[config.mk]
export PLATFORM = sky130hd
export DESIGN_NAME = pwr_mode_ctrl
export DESIGN_NICKNAME = d
export VERILOG_FILES = /design/src/rtl/pmc_pkg.sv /design/src/rtl/pmc_scratch.sv /design/src/rtl/pmc_fsm.sv /design/src/rtl/pmc_regs.sv /design/src/rtl/pwr_mode_ctrl.sv
export SDC_FILE = /design/constraint.sdc
export NUM_CORES = 1
export LEC_CHECK = 0
export BUFFER_PORTS_ARGS = -buffer_cell sky130_fd_sc_hd__buf_2
export CORE_ASPECT_RATIO = 0.6
export CORE_MARGIN = 3
export CORE_UTILIZATION = 50
export CTS_CLUSTER_DIAMETER = 30
export DETAILED_ROUTE_END_ITERATION = 10
export GPL_TIMING_DRIVEN = 0
export HOLD_SLACK_MARGIN = 0.05
export PLACE_DENSITY_LB_ADDON = 0.05
export SYNTH_ARGS = -nofsm -noshare
export SYNTH_HDL_FRONTEND = slang
export SYNTH_SLANG_ARGS = --single-unit
[constraint.sdc]
create_clock -name clk -period 1.77 [get_ports clk]
set_input_delay 0.177 -clock clk [delete_from_list [all_inputs] [get_ports clk]]
set_output_delay 0.177 -clock clk [all_outputs]
set_load 0.02 [all_outputs]
[src/rtl/pmc_pkg.sv]
package pmc_pkg;
  typedef enum logic [1:0] {
    MODE_NORMAL = 2'b00,
    MODE_BATT   = 2'b01,
    MODE_SLEEP  = 2'b10
  } mode_t;

  localparam int ADDR_CTRL = 'hF0;
  localparam int ADDR_STAT = 'hF1;
  localparam int ADDR_PERI = 'hF2;

  localparam int CTRL_PWRDN = 0;
  localparam int CTRL_SLEEP = 1;
  localparam int CTRL_CLK_LO = 2;
  localparam int CTRL_SWRST = 7;
endpackage

[src/rtl/pmc_scratch.sv]
module pmc_scratch #(
  parameter int DW  = 8,
  parameter int NUM = 4,
  localparam int IW = (NUM > 1) ? $clog2(NUM) : 1
) (
  input  logic          clk,
  input  logic          we,
  input  logic          re,
  input  logic [IW-1:0] idx,
  input  logic [DW-1:0] wdata,
  output logic [DW-1:0] rdata
);
  logic [DW-1:0] mem [NUM];

  always_ff @(posedge clk) begin
    if (we) mem[idx] <= wdata;
    if (re) rdata <= mem[idx];
  end
endmodule

[src/rtl/pmc_fsm.sv]
module pmc_fsm
  import pmc_pkg::*;
#(
  parameter int RST_CYC = 16,
  localparam int CW = $clog2(RST_CYC + 1)
) (
  input  logic  clk,
  input  logic  rst,
  input  logic  main_good,
  input  logic  main_above_thr,
  input  logic  wake_evt,
  input  logic  sleep_req,
  input  logic  pwr_down,
  output mode_t state_q,
  output logic  sup_bat_q,
  output logic  core_en_q,
  output logic  ana_en_q,
  output logic  core_rst_q
);
  mode_t state_d;
  logic [CW-1:0] cnt_q;
  logic wake;

  assign wake = (state_q == MODE_SLEEP) && wake_evt;

  always_comb begin
    state_d = state_q;
    case (state_q)
      MODE_NORMAL: if (!main_good) state_d = MODE_BATT;
      MODE_BATT: begin
        if (main_good) state_d = MODE_NORMAL;
        else if (sleep_req) state_d = MODE_SLEEP;
      end
      MODE_SLEEP: if (wake_evt) state_d = main_good ? MODE_NORMAL : MODE_BATT;
      default: state_d = MODE_NORMAL;
    endcase
  end

  always_ff @(posedge clk) begin
    if (rst) begin
      state_q    <= MODE_NORMAL;
      sup_bat_q  <= 1'b0;
      core_en_q  <= 1'b1;
      ana_en_q   <= 1'b1;
      core_rst_q <= 1'b0;
      cnt_q      <= '0;
    end else begin
      state_q   <= state_d;
      sup_bat_q <= (state_d != MODE_NORMAL);
      core_en_q <= (state_d != MODE_SLEEP);
      ana_en_q  <= (state_d == MODE_NORMAL) ||
                   ((state_d == MODE_BATT) && main_above_thr && !pwr_down);
      if (wake) begin
        core_rst_q <= 1'b1;
        cnt_q      <= CW'(RST_CYC - 1);
      end else if (core_rst_q) begin
        if (cnt_q == '0) core_rst_q <= 1'b0;
        else cnt_q <= cnt_q - 1'b1;
      end
    end
  end

  assert_main_loss_R2: assert property (@(posedge clk) disable iff (rst)
    (state_q == MODE_NORMAL && !main_good) |=> (state_q == MODE_BATT));
  assert_sleep_from_batt_R4: assert property (@(posedge clk) disable iff (rst)
    $rose(state_q == MODE_SLEEP) |-> ($past(state_q) == MODE_BATT));
  assert_sleep_off_R5: assert property (@(posedge clk) disable iff (rst)
    (state_q == MODE_SLEEP) |-> (!core_en_q && !ana_en_q && sup_bat_q));
  assert_sleep_hold_R5: assert property (@(posedge clk) disable iff (rst)
    (state_q == MODE_SLEEP && !wake_evt) |=> (state_q == MODE_SLEEP));
  assert_wake_reset_R6: assert property (@(posedge clk) disable iff (rst)
    (state_q == MODE_SLEEP && wake_evt) |=> (core_rst_q && core_en_q));
  assert_return_wins_R11: assert property (@(posedge clk) disable iff (rst)
    (state_q == MODE_BATT && main_good) |=> (state_q == MODE_NORMAL));
endmodule

[src/rtl/pmc_regs.sv]
module pmc_regs
  import pmc_pkg::*;
#(
  parameter int AW       = 8,
  parameter int DW       = 8,
  parameter int NUM_SCR  = 4,
  parameter int SCR_BASE = 'hFB,
  parameter int NUM_PERI = 4,
  parameter logic [2:0] CLK_DEF = 3'd2,
  localparam int IW = (NUM_SCR > 1) ? $clog2(NUM_SCR) : 1
) (
  input  logic          clk,
  input  logic          rst,
  input  logic          core_en,
  input  logic          core_rst,
  input  mode_t         mode,
  input  logic          bus_sel,
  input  logic          bus_we,
  input  logic [AW-1:0] bus_addr,
  input  logic [DW-1:0] bus_wdata,
  output logic [DW-1:0] bus_rdata,
  output logic          sleep_req,
  output logic          pwr_down,
  output logic [2:0]    clk_sel,
  output logic [NUM_PERI-1:0] periph_en
);
  logic wr_ok, rd_req, scr_hit, hit_ctrl, hit_peri, hit_stat, hit_scr_q;
  logic [IW-1:0] scr_idx;
  logic [DW-1:0] reg_rd_q, scr_rd;

  assign wr_ok    = bus_sel && bus_we && core_en && !core_rst;
  assign rd_req   = bus_sel && !bus_we;
  assign hit_ctrl = (int'(bus_addr) == ADDR_CTRL);
  assign hit_peri = (int'(bus_addr) == ADDR_PERI);
  assign hit_stat = (int'(bus_addr) == ADDR_STAT);
  assign scr_hit  = (int'(bus_addr) >= SCR_BASE) && (int'(bus_addr) < SCR_BASE + NUM_SCR);
  assign scr_idx  = IW'(bus_addr - AW'(SCR_BASE));
  assign sleep_req = wr_ok && hit_ctrl && bus_wdata[CTRL_SLEEP] && !bus_wdata[CTRL_SWRST];

  pmc_scratch #(.DW(DW), .NUM(NUM_SCR)) u_scr (
    .clk(clk), .we(wr_ok && scr_hit), .re(rd_req && scr_hit),
    .idx(scr_idx), .wdata(bus_wdata), .rdata(scr_rd)
  );

  // core-domain control: lost when the core is off or in reset
  always_ff @(posedge clk) begin
    if (rst || !core_en || core_rst) begin
      pwr_down <= 1'b0;
      clk_sel  <= CLK_DEF;
    end else if (wr_ok && hit_ctrl) begin
      if (bus_wdata[CTRL_SWRST]) begin
        pwr_down <= 1'b0;
        clk_sel  <= CLK_DEF;
      end else begin
        pwr_down <= bus_wdata[CTRL_PWRDN];
        clk_sel  <= bus_wdata[CTRL_CLK_LO +: 3];
      end
    end
  end

  // always-on peripheral enables
  always_ff @(posedge clk) begin
    if (rst) periph_en <= '0;
    else if (wr_ok && hit_peri) periph_en <= bus_wdata[NUM_PERI-1:0];
  end

  always_ff @(posedge clk) begin
    if (rst) begin
      reg_rd_q  <= '0;
      hit_scr_q <= 1'b0;
    end else if (rd_req) begin
      hit_scr_q <= scr_hit;
      if (hit_ctrl)
        reg_rd_q <= DW'({clk_sel, 1'b0, pwr_down});
      else if (hit_stat)
        reg_rd_q <= DW'(mode);
      else if (hit_peri)
        reg_rd_q <= DW'(periph_en);
      else
        reg_rd_q <= '0;
    end
  end

  assign bus_rdata = hit_scr_q ? scr_rd : reg_rd_q;

  assert_ctrl_default_R8: assert property (@(posedge clk) disable iff (rst)
    (!core_en || core_rst) |=> (!pwr_down && clk_sel == CLK_DEF));
  assert_no_write_off_R10: assert property (@(posedge clk) disable iff (rst)
    (bus_sel && bus_we && (!core_en || core_rst)) |=> $stable(periph_en));
  assert_no_sleep_req_off_R10: assert property (@(posedge clk) disable iff (rst)
    (!core_en || core_rst) |-> !sleep_req);
endmodule

[src/rtl/pwr_mode_ctrl.sv]
module pwr_mode_ctrl
  import pmc_pkg::*;
#(
  parameter int RST_CYC  = 16,
  parameter int NUM_SCR  = 4,
  parameter int SCR_BASE = 'hFB,
  parameter int NUM_PERI = 4,
  parameter int AW       = 8,
  parameter int DW       = 8,
  parameter logic [2:0] CLK_DEF = 3'd2
) (
  input  logic                clk,
  input  logic                rst,
  input  logic                main_good,
  input  logic                main_above_thr,
  input  logic                wake_evt,
  input  logic                bus_sel,
  input  logic                bus_we,
  input  logic [AW-1:0]       bus_addr,
  input  logic [DW-1:0]       bus_wdata,
  output logic [DW-1:0]       bus_rdata,
  output logic                sup_sel_bat,
  output logic                core_en,
  output logic                ana_en,
  output logic                core_rst,
  output logic [2:0]          clk_sel,
  output logic [NUM_PERI-1:0] periph_en,
  output logic [1:0]          mode
);
  mode_t state;
  logic  sleep_req, pwr_down;

  pmc_fsm #(.RST_CYC(RST_CYC)) u_fsm (
    .clk(clk), .rst(rst), .main_good(main_good),
    .main_above_thr(main_above_thr), .wake_evt(wake_evt),
    .sleep_req(sleep_req), .pwr_down(pwr_down), .state_q(state),
    .sup_bat_q(sup_sel_bat), .core_en_q(core_en), .ana_en_q(ana_en),
    .core_rst_q(core_rst)
  );

  pmc_regs #(
    .AW(AW), .DW(DW), .NUM_SCR(NUM_SCR), .SCR_BASE(SCR_BASE),
    .NUM_PERI(NUM_PERI), .CLK_DEF(CLK_DEF)
  ) u_regs (
    .clk(clk), .rst(rst), .core_en(core_en), .core_rst(core_rst),
    .mode(state), .bus_sel(bus_sel), .bus_we(bus_we),
    .bus_addr(bus_addr), .bus_wdata(bus_wdata), .bus_rdata(bus_rdata),
    .sleep_req(sleep_req), .pwr_down(pwr_down), .clk_sel(clk_sel),
    .periph_en(periph_en)
  );

  assign mode = state;

  assert_rail_R3: assert property (@(posedge clk) disable iff (rst)
    (mode == 2'b01) |-> (sup_sel_bat && core_en));
  assert_normal_R2: assert property (@(posedge clk) disable iff (rst)
    (mode == 2'b00) |-> (!sup_sel_bat && core_en && ana_en));
endmodule

Word-level counts from Yosys, hierarchy flattened --
Memories as Yosys holds them, arrays and structs flattened. A register that Yosys moved wholly into a read port is not among the register bits. Cells that the tools add are included.
Word-level totals: bits in registers 28, RAM bits 32, input port bits 23, output and inout port bits 21, logic and storage cells 76, memories 1
Memory list:
- u_regs.u_scr.mem | depth 4, bits a word 8, read ports 1, clocked after Yosys merged registers in 1, write ports 1, line pmc_scratch.sv:13 | logic [DW-1:0] mem [NUM];
Operators by class: add/sub/neg operators 2, order comparisons 2, eq/ne operators 8, muxes and demuxes 20, bitwise logic cells 1, reduce and logical (&&, ||, !) cells 30
Operators by type and width (count):
- $eq 8x5->1 const B | 3
- $mux 8 | 3
- $mux 4 | 4
- $logic_and 1x1->1 | 14
- $ge 8x8->1 const B | 1
- $lt 8x8->1 const B | 1
- $mux 2 | 4
- $mux 1 | 7
- $pmux 2 s3 | 1
- $logic_not 1->1 | 5
- $logic_not 5->1 | 1
- $sub 5x1->5 const B | 1
- $eq 2x1->1 const B | 2
- $logic_not 2->1 | 2
- $reduce_and 2->1 | 2
- $reduce_bool 2->1 | 2
- $logic_or 1x1->1 | 3
- $mux 3 | 1
- $eq 2x2->1 const B | 1
- $ne 2x1->1 const B | 1
- $ne 2x2->1 const B | 1
- $reduce_or 2->1 | 1
- $sub 2x2->2 const B | 1
- $not 1->1 | 1

Depth between registers and ports, before layout --
Gate-level depths: netlist (run 1).
depth in word-level cells 13, gate-level depth with buffers 8, mapped depth without buffers 6

By module --
A second synthesis (run 1) with hierarchy kept.
Second synthesis, totals: cell total of the unflattened synthesis 197, area total of the unflattened synthesis 2816.5 um2
Modules (own cells, without submodules):
- pmc_scratch | times used 1, cells each 54, area an instance 1440.1 um2, seq. area each 1201.2 um2
- pmc_regs | times used 1, cells each 96, area an instance 899.6 um2, seq. area each 280.3 um2
- pmc_fsm | times used 1, cells each 47, area an instance 476.7 um2, seq. area each 220.2 um2

Worst setup path before layout (run 1) --
No wires, ideal clock.
kind input-to-reg, from in bus_addr[0], to reg u_fsm.sup_bat_q, setup time 0.123 ns, data arrival time 1.552 ns, required time 1.647 ns, path slack 0.095 ns, stages on the path 8, buffers on the path 2, path through buf_2 inv_1 ha_1 buf_2 and4b_1 nand4_1 and3_1 or2_2
Between the ends: word-level cells in the longest chain between the ends 8
Ends and longest elaborated chain:
- start: declaration | line pwr_mode_ctrl.sv:19 | input logic [AW-1:0] bus_addr,
- $eq 8x5->1 | line pmc_regs.sv:33 | assign hit_ctrl = (int'(bus_addr) == ADDR_CTRL);
- $logic_and 1x1->1 (3 in series) | line pmc_regs.sv:38 | assign sleep_req = wr_ok && hit_ctrl && bus_wdata[CTRL_SLEEP] && !bus_wdata[CTRL_SWRST];
- $mux 2 | line pmc_fsm.sv:32 | else if (sleep_req) state_d = MODE_SLEEP;
- $mux 2 | line pmc_fsm.sv:31 | if (main_good) state_d = MODE_NORMAL;
- $pmux 2 s3 | line pmc_fsm.sv:28 | case (state_q)
- $reduce_bool 2->1 | line pmc_fsm.sv:49 | sup_bat_q <= (state_d != MODE_NORMAL);
- end signal: assignment | line pmc_fsm.sv:49
- end: declaration | line pmc_fsm.sv:15 | output logic sup_bat_q,
No other way between the ends. A chain may end at the register's enable or synchronous reset.

Worst setup path in the final report (run 1) --
from reg u_regs.hit_scr_q, to out bus_rdata[0]
Between the ends: word-level cells in the longest chain between the ends 1
Ends and longest elaborated chain:
- start: declaration | line pmc_regs.sv:27 | logic wr_ok, rd_req, scr_hit, hit_ctrl, hit_peri, hit_stat, hit_scr_q;
- start signal: assignment | line pmc_regs.sv:72 | hit_scr_q <= scr_hit;
- $mux 8 | line pmc_regs.sv:84 | assign bus_rdata = hit_scr_q ? scr_rd : reg_rd_q;
- end: declaration | line pwr_mode_ctrl.sv:21 | output logic [DW-1:0] bus_rdata,
No other way between the ends.

==> results of run 1 <==
-- repair_timing --
action	4_1_cts	5_1_grt
resized for setup	1	7
hold buffers	0	2
endpoints found under the hold margin	0	8
endpoints found under the setup margin	5	35
-- metal layers --
metal | vias to the layer above | wire length, um | global-route usage (%)
met5 | - | 0 | 0
met4 | 0 | 42 | 6.555
met3 | 4 | 357 | 7.581
met2 | 54 | 2440 | 26.72
met1 | 829 | 2637 | 26.99
li1 | 835 | - | -
-- stage by stage --
| stage | power, W | std cells |
|---|---|---|
| finish | 0.002894 | 316 |
| global route | 0.003019 | 316 |
| CTS | 0.002911 | 315 |
| detailed placement | 0.001789 | 300 |
| global placement | 0.001785 | 300 |
| floorplan | 0.001724 | 194 |
-- layout by cell type, fill, tap and decap left out, types with 6 or more instances in the layout --
cell type and count:
nor2_1 9, ha_1 6, a21oi_1 15, inv_1 8, edfxtp_1 40, dfxtp_1 25
mux4_2 8, nand2_1 13, clkbuf_8 10, clkbuf_1 7, buf_2 43, mux2_2 7
-- layout make-up --
class,count,area (sq um)
clock inverter,2,10.01
inverter,8,30.03
fill,373,1669
multi-input combinational,114,952.2
timing repair buffer,45,235.2
clock buffer,14,173.9
sequential,65,1702
buffer,5,22.52
tap,63,78.83
-- state kept, by name (all words and copies together), names as in the netlist --
| name | cells |
|---|---|
| u_regs.periph_en | 4 |
| u_regs.clk_sel | 3 |
| u_fsm.state_q | 2 |
| u_fsm.core_rst_q | 1 |
| u_regs.reg_rd_q | 5 |
| u_fsm.ana_en_q | 1 |
| u_fsm.cnt_q | 5 |
| u_regs.u_scr.mem | 32 |
| u_fsm.sup_bat_q | 1 |
| u_fsm.core_en_q | 1 |
| u_regs.pwr_down | 1 |
| u_regs.hit_scr_q | 1 |
| u_regs.u_scr.rdata | 8 |
-- worst max path at each step --
| stage | start | end | slack (ns) | cells after the start |
|---|---|---|---|---|
| final | u_regs.hit_scr_q | bus_rdata[0] | 0.11 | 3 |
| after global routing | u_regs.hit_scr_q | bus_rdata[2] | 0.01 | 3 |
| after CTS | u_fsm.core_rst_q | u_regs.u_scr.mem[2][0] | 0.01 | 4 |
| after detailed placement | bus_addr[0] | u_regs.u_scr.rdata[2] | -0.38 | 6 |
| after global placement | bus_addr[0] | u_regs.u_scr.rdata[4] | -0.35 | 6 |
| after floorplan | bus_addr[0] | u_fsm.sup_bat_q | 0.09 | 8 |
-- cell families (layout without fill, tap and decap cells) --
group,after synthesis,after routing
buffers and inverters,15,74
adder cells (fa/ha/maj),6,6
AO/OA/AOI/OAI,26,26
multiplexers,19,19
AND/OR/NAND/NOR,61,61
XOR/XNOR,2,2
flip-flops,65,65
-- worst max-delay path, delay by kind of cell (launching register included) --
kind                   cells  cell delay, ns
flip-flops                 1            0.30
buffers and inverters      2            0.47
multiplexers               1            0.38
-- power by group through the flow --
stage | logic, W | clock network (W) | registers (W)
2_1_floorplan | 0.0000751 | 0 | 0.00165
3_3_place_gp | 0.000141 | 0 | 0.00164
3_5_place_dp | 0.000144 | 0 | 0.00164
4_1_cts | 0.000146 | 0.00115 | 0.00161
5_1_grt | 0.000165 | 0.00124 | 0.00161
6_report | 0.000150 | 0.00113 | 0.00161
==> flow_summary_export.csv, run 1 <==
group,metric,value,unit
sta,min_period_over_period,93.98,%
drt,ant_nets,0,
clock_network,clockRootBuffer,"clkbuf_8",
critical_path,start_kind,"flip-flop",
logic_synthesis,synth_nets,223,
power,p_leak,1.253,nW
clock_network,clock_latency,0.33,ns
critical_path,cp.arrival,1.49,ns
clock_network,clock_path_buffers,2,
logic_synthesis,synth-compound-area-share,5.869,%
critical_path,r2r_cells,4,
placed_design,place_hpwl,4043,um
placed_design,placed_cell_area,0.002980,sq mm
sta,rsz0062_at_grt,"no",
drt,initialDrtViolationCount,91,
global_routing,overflow,0,
sta,worst_pin_slew,0.5721,ns
global_routing,grt_pass1_vias,1701,
floorplanning,die_y,62.78,um
power,clock_power_share,39.1,%
power,p_int,0.002302,W
power,pwr-share-comb,5.2,%
logic_synthesis,synthTopCellsByArea,"edfxtp_1 (45%), dfxtp_1 (19%), mux4_2 (6.7%)",
worst_hold_path,whs_endpoint,"u_regs.u_scr.mem[3][5]",
critical_path,criticalPathCategory,"reg2out",
logic_synthesis,async_flop_share,0,%
logic_synthesis,synthesis.area,0.002686,sq mm
power,ir_drop,668.5,uV
critical_path,critPathMaxStageDelay,0.38,ns
layout,area_growth,19.28,%
global_routing,grt_max_degree,11,
worst_hold_path,min-delay-path-class,"in2reg",
floorplanning,num_io_pins,44,
drt,post_drt_wl_per_cell,17.34,um
sta,clock_skew,0.01068,ns
logic_synthesis,synth_commonest_cells,"edfxtp_1 (40), dfxtp_1 (25), a21oi_1 (15)",
critical_path,crit_chain,"clkbuf_1 > mux2_2 > buf_2",
logic_synthesis,synth_xor_xnor_area_share,0.6521,%
placed_design,dp_slack,-0.3828,ns
flow_run,drv_cap,0,
placed_design,gp_congestion,0.8193,
layout,finalCoreUtilization,65.75,%
run_status,status,"complete, no violations",
logic_synthesis,synth_top_family_by_area,"simple AND/OR/NAND/NOR gates",
power,sw_frac_of_total,20.46,%
floorplanning,initial_core_util,55.12,%
sta,slew_violations,0,
sta,setup_tns,0,ns
drt,vias_per_cell,5.449,
worst_hold_path,holdPathStages,1,
logic_synthesis,yosys.area.top_type,"edfxtp_1",
critical_path,end_kind,"primary output",
placed_design,portBuffers,43,
power,p_sw,0.0005922,W
logic_synthesis,muxShareOfSynthArea,11.13,%
sta,worst_slack,0.1065,ns
sta,final-setup-viol-count,0,
floorplanning,num_rows,19,
logic_synthesis,synth_simple_gate_area_share,14.02,%
power,p_per_area,903.2,mW/mm^2
clock_network,post-cts-setup-buffers,0,
logic_synthesis,ys_seq_area_share,63.34,%
clock_network,htreeDepth,3,
logic_synthesis,synthAdderAreaFrac,2.795,%
critical_path,reg2reg_from,"u_fsm.core_rst_q",
clock_network,cts.clk_slew.worst_paths,0.07,ns
logic_synthesis,synth_cells,194,
sta,slew_headroom,61.72,%
sta,min_period,1.663,ns
logic_synthesis,synth_top_area_share,44.71,%
drt,drc,0,
sta,holdWs,0.07770,ns
logic_synthesis,ys_warn_count,0,
global_routing,grt_pass1_wl,8832,um
logic_synthesis,syn_avg_cell_area,13.85,sq um
layout,stdcell_area,0.003204,sq mm
logic_synthesis,synth_most_common_cell,"edfxtp_1",
worst_hold_path,hold_start,"bus_wdata[5]",
drt,vias,1722,
floorplanning,coreArea,0.004873,sq mm
critical_path,path_max_fanout,9,
logic_synthesis,ys_ff_latch,65,
clock_network,numCtsBuffers,9,
logic_synthesis,synth-edff-count,40,
drt,firstDrtPassIters,4,
layout,drive_gt1_share,33.99,%
critical_path,worstPathRequired,1.59,ns
sta,fmax,601.2,MHz
clock_network,cts_tree,"built",
sta,finalHoldViolCount,0,
floorplanning,die_w,100.6,um
logic_synthesis,ys_types,44,
power,seqPwrFrac,55.7,%
layout,diodes,0,
global_routing,grt_usage,19.11,%
drt,routed_wirelength,5478,um
layout,nets,277,
logic_synthesis,yosys_most_used_dff,"edfxtp_1",
floorplanning,fp.dieArea,0.006317,sq mm
global_routing,antenna_found_initial,0,
critical_path,rrSetupSlack,0.15,ns
critical_path,critical_path.slowest_cell,"mux2_2",
critical_path,reg2reg_to,"u_regs.u_scr.mem[2][0]",
clock_network,clkSinkCount,65,
Note: power is estimated with default switching activity, not from simulation.
==> inputs of run 2 (changes only) <==
--- a/config.mk
+++ b/config.mk
@@ -16,4 +16,5 @@
 export PLACE_DENSITY_LB_ADDON = 0.05
 export SYNTH_ARGS = -nofsm -noshare
 export SYNTH_HDL_FRONTEND = slang
+export SYNTH_HIERARCHICAL = 1
 export SYNTH_SLANG_ARGS = --single-unit
==> flow_summary_export.csv, run 2 <==
group,metric,value,unit
logic_synthesis,synth_cells,197,
clock_network,clkSinkCount,65,
critical_path,critPathMaxStageDelay,0.36,ns
drt,firstDrtPassIters,4,
placed_design,dp_slack,-0.3970,ns
clock_network,numCtsBuffers,9,
critical_path,cpLargestDelayFamily,"simple AND/OR/NAND/NOR gates",
logic_synthesis,yosys_most_used_dff,"edfxtp_1",
critical_path,cp_num_buf_inv,1,
critical_path,cp.arrival,1.73,ns
clock_network,clockRootBuffer,"clkbuf_8",
placed_design,portBuffers,43,
global_routing,top_usage_layer,"met1",
power,sw_frac_of_total,21.16,%
logic_synthesis,synth_most_common_cell,"edfxtp_1",
sta,finalHoldViolCount,0,
sta,clock_skew,0.007378,ns
placed_design,gp_congestion,0.7922,
power,p_leak,1.334,nW
layout,final_cell_mix,"buf_2 (46), edfxtp_1 (40), dfxtp_1 (23)",
logic_synthesis,ys_seq_area_share,60.42,%
critical_path,crit_start,"u_fsm/core_rst_q",
logic_synthesis,yosys.area.top_type,"edfxtp_1",
clock_network,clock_latency,0.34,ns
critical_path,path_max_fanout,5,
layout,nets,286,
power,clock_power_share,39.0,%
sta,min_period_over_period,95.11,%
floorplanning,die_w,102.9,um
floorplanning,coreArea,0.005255,sq mm
sta,slew_violations,0,
drt,drc,0,
drt,post_drt_wl_per_cell,18.04,um
power,ir_drop,494.1,uV
layout,diodes,0,
layout,largest_register_ffs,32,
logic_synthesis,ys_ff_latch,65,
floorplanning,num_io_pins,44,
sta,fmax,594.0,MHz
worst_hold_path,min-delay-path-class,"in2reg",
drt,vias_per_cell,5.534,
global_routing,grtUsageMet2,26.12,%
power,p_per_area,867.3,mW/mm^2
layout,drive_gt1_share,37.40,%
sta,holdWs,0.08148,ns
logic_synthesis,synth_commonest_cells,"edfxtp_1 (40), dfxtp_1 (25), nand2b_1 (12)",
power,seqPwrFrac,54.8,%
floorplanning,initial_core_util,53.60,%
sta,final-setup-viol-count,0,
layout,final_cells,328,
logic_synthesis,ys_warn_count,6,
power,p_sw,0.0006240,W
critical_path,worstPathRequired,1.82,ns
global_routing,grt_pass1_vias,1768,
global_routing,grt_pass1_wl,9370,um
sta,worst_slack,0.08663,ns
flow_run,drv_cap,0,
global_routing,antenna_found_initial,0,
layout,stdcell_area,0.003401,sq mm
placed_design,place_hpwl,4159,um
logic_synthesis,synth_top_area_share,42.65,%
critical_path,start_kind,"flip-flop",
critical_path,crit_chain,"and4b_2 > and4_2 > nor3b_4 > buf_4",
critical_path,critical_path.slowest_cell,"dfxtp_4",
global_routing,grt_usage,19.83,%
global_routing,met3_usage,6.652,%
sta,slew_headroom,63.16,%
logic_synthesis,syn_avg_cell_area,14.30,sq um
run_status,status,"complete, no violations",
power,p_int,0.002325,W
worst_hold_path,hold_start,"main_good",
critical_path,end_kind,"flip-flop",
sta,worst_pin_slew,0.5526,ns
clock_network,clock_path_buffers,2,
drt,routed_wirelength,5918,um
global_routing,grt_max_degree,13,
logic_synthesis,synthesis.area,0.002816,sq mm
logic_synthesis,synth-edff-count,40,
power,pwr-share-comb,6.3,%
layout,largest_register,"u_regs/u_scr/mem",
floorplanning,fp.dieArea,0.006599,sq mm
drt,initialDrtViolationCount,115,
floorplanning,num_rows,20,
logic_synthesis,synth_nets,225,
logic_synthesis,ys_types,51,
critical_path,criticalPathCategory,"reg2reg",
global_routing,met1_usage,30.46,%
layout,area_growth,20.75,%
placed_design,placed_cell_area,0.003122,sq mm
placed_design,placed_cells,306,
clock_network,cts.clk_slew.worst_paths,0.07,ns
drt,ant_nets,0,
clock_network,cts_tree,"built",
sta,min_period,1.683,ns
clock_network,htreeDepth,3,
sta,rsz0062_at_grt,"yes",
logic_synthesis,async_flop_share,0,%
drt,vias,1815,
global_routing,overflow,0,
logic_synthesis,synthTopCellsByArea,"edfxtp_1 (43%), dfxtp_1 (18%), mux4_2 (4.8%)",
layout,final_common_cell,"buf_2",
layout,reg_top3,"u_regs/u_scr/mem: 32 flops, u_regs/u_scr/rdata: 8 flops",
floorplanning,die_y,64.14,um
critical_path,reg2reg_from,"u_fsm/core_rst_q",
run 2: power groups by stage:
stage | sequential, W | clock [W] | combinational, W
after global placement | 0.00165 | 0 | 0.000172
after detailed placement | 0.00165 | 0 | 0.000176
after floorplan | 0.00165 | 0 | 0.0000969
after global routing | 0.00161 | 0.00126 | 0.000202
final | 0.00162 | 0.00115 | 0.000185
after CTS | 0.00161 | 0.00119 | 0.000184
run 2: cell type report:
| cell class | count | area [sq um] |
|---|---|---|
| Fill cell | 403 | 1854 |
| Sequential cell | 65 | 1707 |
| Multi-Input combinational cell | 116 | 1080 |
| Timing Repair Buffer | 51 | 280.3 |
| Clock buffer | 11 | 131.4 |
| Tap cell | 66 | 82.58 |
| Buffer | 9 | 52.55 |
| Clock inverter | 4 | 45.04 |
| Inverter | 6 | 22.52 |
run 2: worst paths after layout:
check             depth (start not counted)                     end  slack (ns)
setup reg to reg                          4  u_regs/u_scr/mem[0][2]        0.09
hold / removal                            2        u_fsm/state_q[0]        0.08
setup / recovery                          4  u_regs/u_scr/mem[0][2]        0.09
hold reg to reg                           2      u_regs/reg_rd_q[1]        0.46
run 2: cell families (layout without fill, tap and decap cells):
| group | Yosys count | in the layout | synth area share [%] |
|---|---|---|---|
| mux | 21 | 21 | 11.68 |
| flops | 65 | 65 | 60.42 |
| fa+ha+maj | 5 | 5 | 2.221 |
| simple gates | 68 | 68 | 16.93 |
| buf+inv | 16 | 81 | 2.798 |
| xor+xnor | 1 | 1 | 0.3110 |
| compound gates | 21 | 21 | 5.642 |
run 2: timing repair:
action,4_1_cts,5_1_grt
buffers inserted,3,3
endpoints found under the setup margin,12,8
hold endpoints to repair,8,0
hold buffers,2,0
gates cloned,0,0
pin swaps,2,2
gates resized for setup,6,2
run 2: metrics by stage:
step	setup TNS [ns]	util (%)	total power, W
2_1_floorplan	0	-	0.001749
3_3_place_gp	-2.766	59.40	0.001822
3_5_place_dp	-3.418	59.40	0.001825
5_1_grt	-0.001154	64.71	0.003080
6_report	0	64.71	0.002949
4_1_cts	0	64.19	0.002988
run 2: routing by layer:
metal	routed length, um	share of wire (%)
met1	2942	50
met5	0	0
met2	2397	41
met3	505	8.5
met4	73	1.2
==> inputs of run 3 (changes only) <==
--- a/config.mk
+++ b/config.mk
@@ -8,7 +8,7 @@
 export BUFFER_PORTS_ARGS = -buffer_cell sky130_fd_sc_hd__buf_2
 export CORE_ASPECT_RATIO = 0.6
 export CORE_MARGIN = 3
-export CORE_UTILIZATION = 50
+export CORE_UTILIZATION = 55
 export CTS_CLUSTER_DIAMETER = 30
 export DETAILED_ROUTE_END_ITERATION = 10
 export GPL_TIMING_DRIVEN = 0
==> constraint.sdc (replaced) <==
create_clock -name clk -period 1.9 [get_ports clk]
set_input_delay 0.19 -clock clk [delete_from_list [all_inputs] [get_ports clk]]
set_output_delay 0.19 -clock clk [all_outputs]
set_load 0.02 [all_outputs]
==> flow_summary_export.csv, run 3 (synthesis gave the netlist of run 2 again) <==
group,metric,value,unit
run_status,status,"complete, no violations",
sta,clock_skew,0.008582,ns
critical_path,cp.arrival,2.04,ns
critical_path,crit_chain,"and4b_2 > nand4_4 > nor3b_2 > nor4bb_4 > o21bai_2 > o41a_1",
clock_network,clockRootBuffer,"clkbuf_8",
floorplanning,num_rows,19,
floorplanning,num_io_pins,44,
global_routing,grt_usage,21.15,%
clock_network,cts_tree,"built",
layout,largest_register_ffs,32,
critical_path,critPathMaxStageDelay,0.40,ns
critical_path,criticalPathCategory,"reg2reg",
power,p_per_area,827.6,mW/mm^2
drt,initialDrtViolationCount,218,
layout,area_growth,19.50,%
global_routing,grt_pass1_vias,1731,
flow_run,drv_cap,0,
critical_path,path_max_fanout,12,
power,total_power,0.002785,W
layout,reg_top3,"u_regs/u_scr/mem: 32 flops, u_regs/u_scr/rdata: 8 flops",
drt,routed_wirelength,6185,um
floorplanning,coreArea,0.004755,sq mm
floorplanning,die_y,61.43,um
drt,vias_per_cell,5.847,
drt,drc,0,
sta,min_period_over_period,96.21,%
clock_network,cts.clk_slew.worst_paths,0.07,ns
layout,final_common_cell,"buf_2",
worst_hold_path,hold_start,"bus_wdata[5]",
drt,ant_nets,0,
worst_hold_path,whs_endpoint,"u_regs/u_scr/mem[2][5]",
layout,largest_register,"u_regs/u_scr/mem",
global_routing,grt_pass1_wl,9246,um
power,p_leak,1.309,nW
critical_path,r2r_cells,6,
critical_path,worstPathRequired,2.12,ns
layout,drive_gt1_share,35.66,%
floorplanning,fp.dieArea,0.006044,sq mm
layout,nets,281,
critical_path,start_kind,"flip-flop",
clock_network,hold_buffers,0,
sta,finalHoldViolCount,0,
sta,fmax,547.0,MHz
sta,min_period,1.828,ns
worst_hold_path,min-delay-path-class,"in2reg",
critical_path,reg2reg_to,"u_fsm/ana_en_q",
critical_path,reg2reg_from,"u_fsm/core_rst_q",
clock_network,clkSinkCount,65,
sta,final-setup-viol-count,0,
global_routing,antenna_found_initial,0,
layout,finalCoreUtilization,70.79,%
critical_path,rrSetupSlack,0.07,ns
floorplanning,initial_core_util,59.24,%
clock_network,clock_path_buffers,2,
power,ir_drop,627.3,uV
floorplanning,die_w,98.39,um
layout,diodes,0,
drt,firstDrtPassIters,4,
sta,slew_violations,0,
placed_design,gp_congestion,0.8831,
placed_design,portBuffers,43,
global_routing,overflow,0,
critical_path,critical_path.slowest_cell,"dfxtp_4",
placed_design,place_hpwl,4551,um
critical_path,cp_num_buf_inv,0,
sta,worst_pin_slew,0.5431,ns
clock_network,clock_latency,0.33,ns
clock_network,htreeDepth,3,
critical_path,cpLargestDelayFamily,"simple AND/OR/NAND/NOR gates",
worst_hold_path,holdPathStages,1,
layout,final_cell_mix,"buf_2 (46), edfxtp_1 (40), dfxtp_1 (24)",
critical_path,end_kind,"flip-flop",
sta,slew_headroom,63.80,%
drt,vias,1877,
clock_network,numCtsBuffers,9,
drt,post_drt_wl_per_cell,19.27,um
global_routing,grt_max_degree,13,
[run 3: cell types whose count changed in the layout (fill, tap and decap cells not counted), sizes merged]
cell / before / now
dlygate4sd3: 2 / 0
clkinv: 3 / 2
clkbuf: 14 / 17
buf: 55 / 51
[run 3: metrics by stage]
step                      setup TNS, ns  setup slack (ns)  cell area (sq um)  std cells  hold WS, ns
after floorplan                       0           0.04366               2821        197       0.2693
after global placement           -1.421           -0.1532               3115        303       0.4009
after detailed placement         -2.667           -0.2612               3115        303       0.4146
after CTS                             0          0.008753               3337        320      0.05432
after global routing           -0.01846          -0.01846               3366        321      0.05745
final                                 0           0.07192               3366        321      0.07879
[run 3: worst register-to-register path: cells and delay by family, from the launching register on]
kind | cells | cell delay [ns]
flip-flops | 1 | 0.40
AO/OA/AOI/OAI | 2 | 0.25
AND/OR/NAND/NOR | 4 | 1.08
[run 3: routing by layer]
metal / GRT usage, % / up-vias / wire length, um
li1: - / 868 / -
met5: 0 / - / 0
met3: 6.787 / 5 / 472
met2: 30.84 / 79 / 2827
met1: 30.57 / 925 / 2847
met4: 6.809 / 0 / 38
[run 3: timing repair]
item                                    in CTS  in global routing
endpoints found under the setup margin      12                  4
pin swaps                                    0                  2
gates resized for setup                      3                  4
setup buffers                                1                  1
[run 3: worst max-delay path by stage]
stage | slack [ns] | endpoint | depth (start not counted) | from
after floorplan | 0.04 | u_fsm/ana_en_q | 6 | u_fsm/core_rst_q
after global placement | -0.15 | u_fsm/ana_en_q | 8 | bus_addr[0]
after detailed placement | -0.26 | u_regs/u_scr/mem[0][4] | 3 | u_fsm/core_rst_q
after CTS | 0.009 | u_fsm/ana_en_q | 6 | u_fsm/core_rst_q
after global routing | -0.02 | u_fsm/ana_en_q | 6 | u_fsm/core_rst_q
final | 0.07 | u_fsm/ana_en_q | 6 | u_fsm/core_rst_q
[run 3: cell type report]
cell class	instances	area, sq um
Buffer	10	56.30
Clock buffer	13	148.9
Clock inverter	3	40.04
Fill cell	326	1389
Inverter	6	22.52
Multi-Input combinational cell	116	1071
Sequential cell	65	1705
Tap cell	63	78.83
Timing Repair Buffer	45	242.7
[run 3: power by group]
part / internal [W] / switching [W]
sequential: 0.00150 / 0.00000453
combinational: 0.0000722 / 0.0000986
clock: 0.000639 / 0.000471
total: 0.00221 / 0.000574
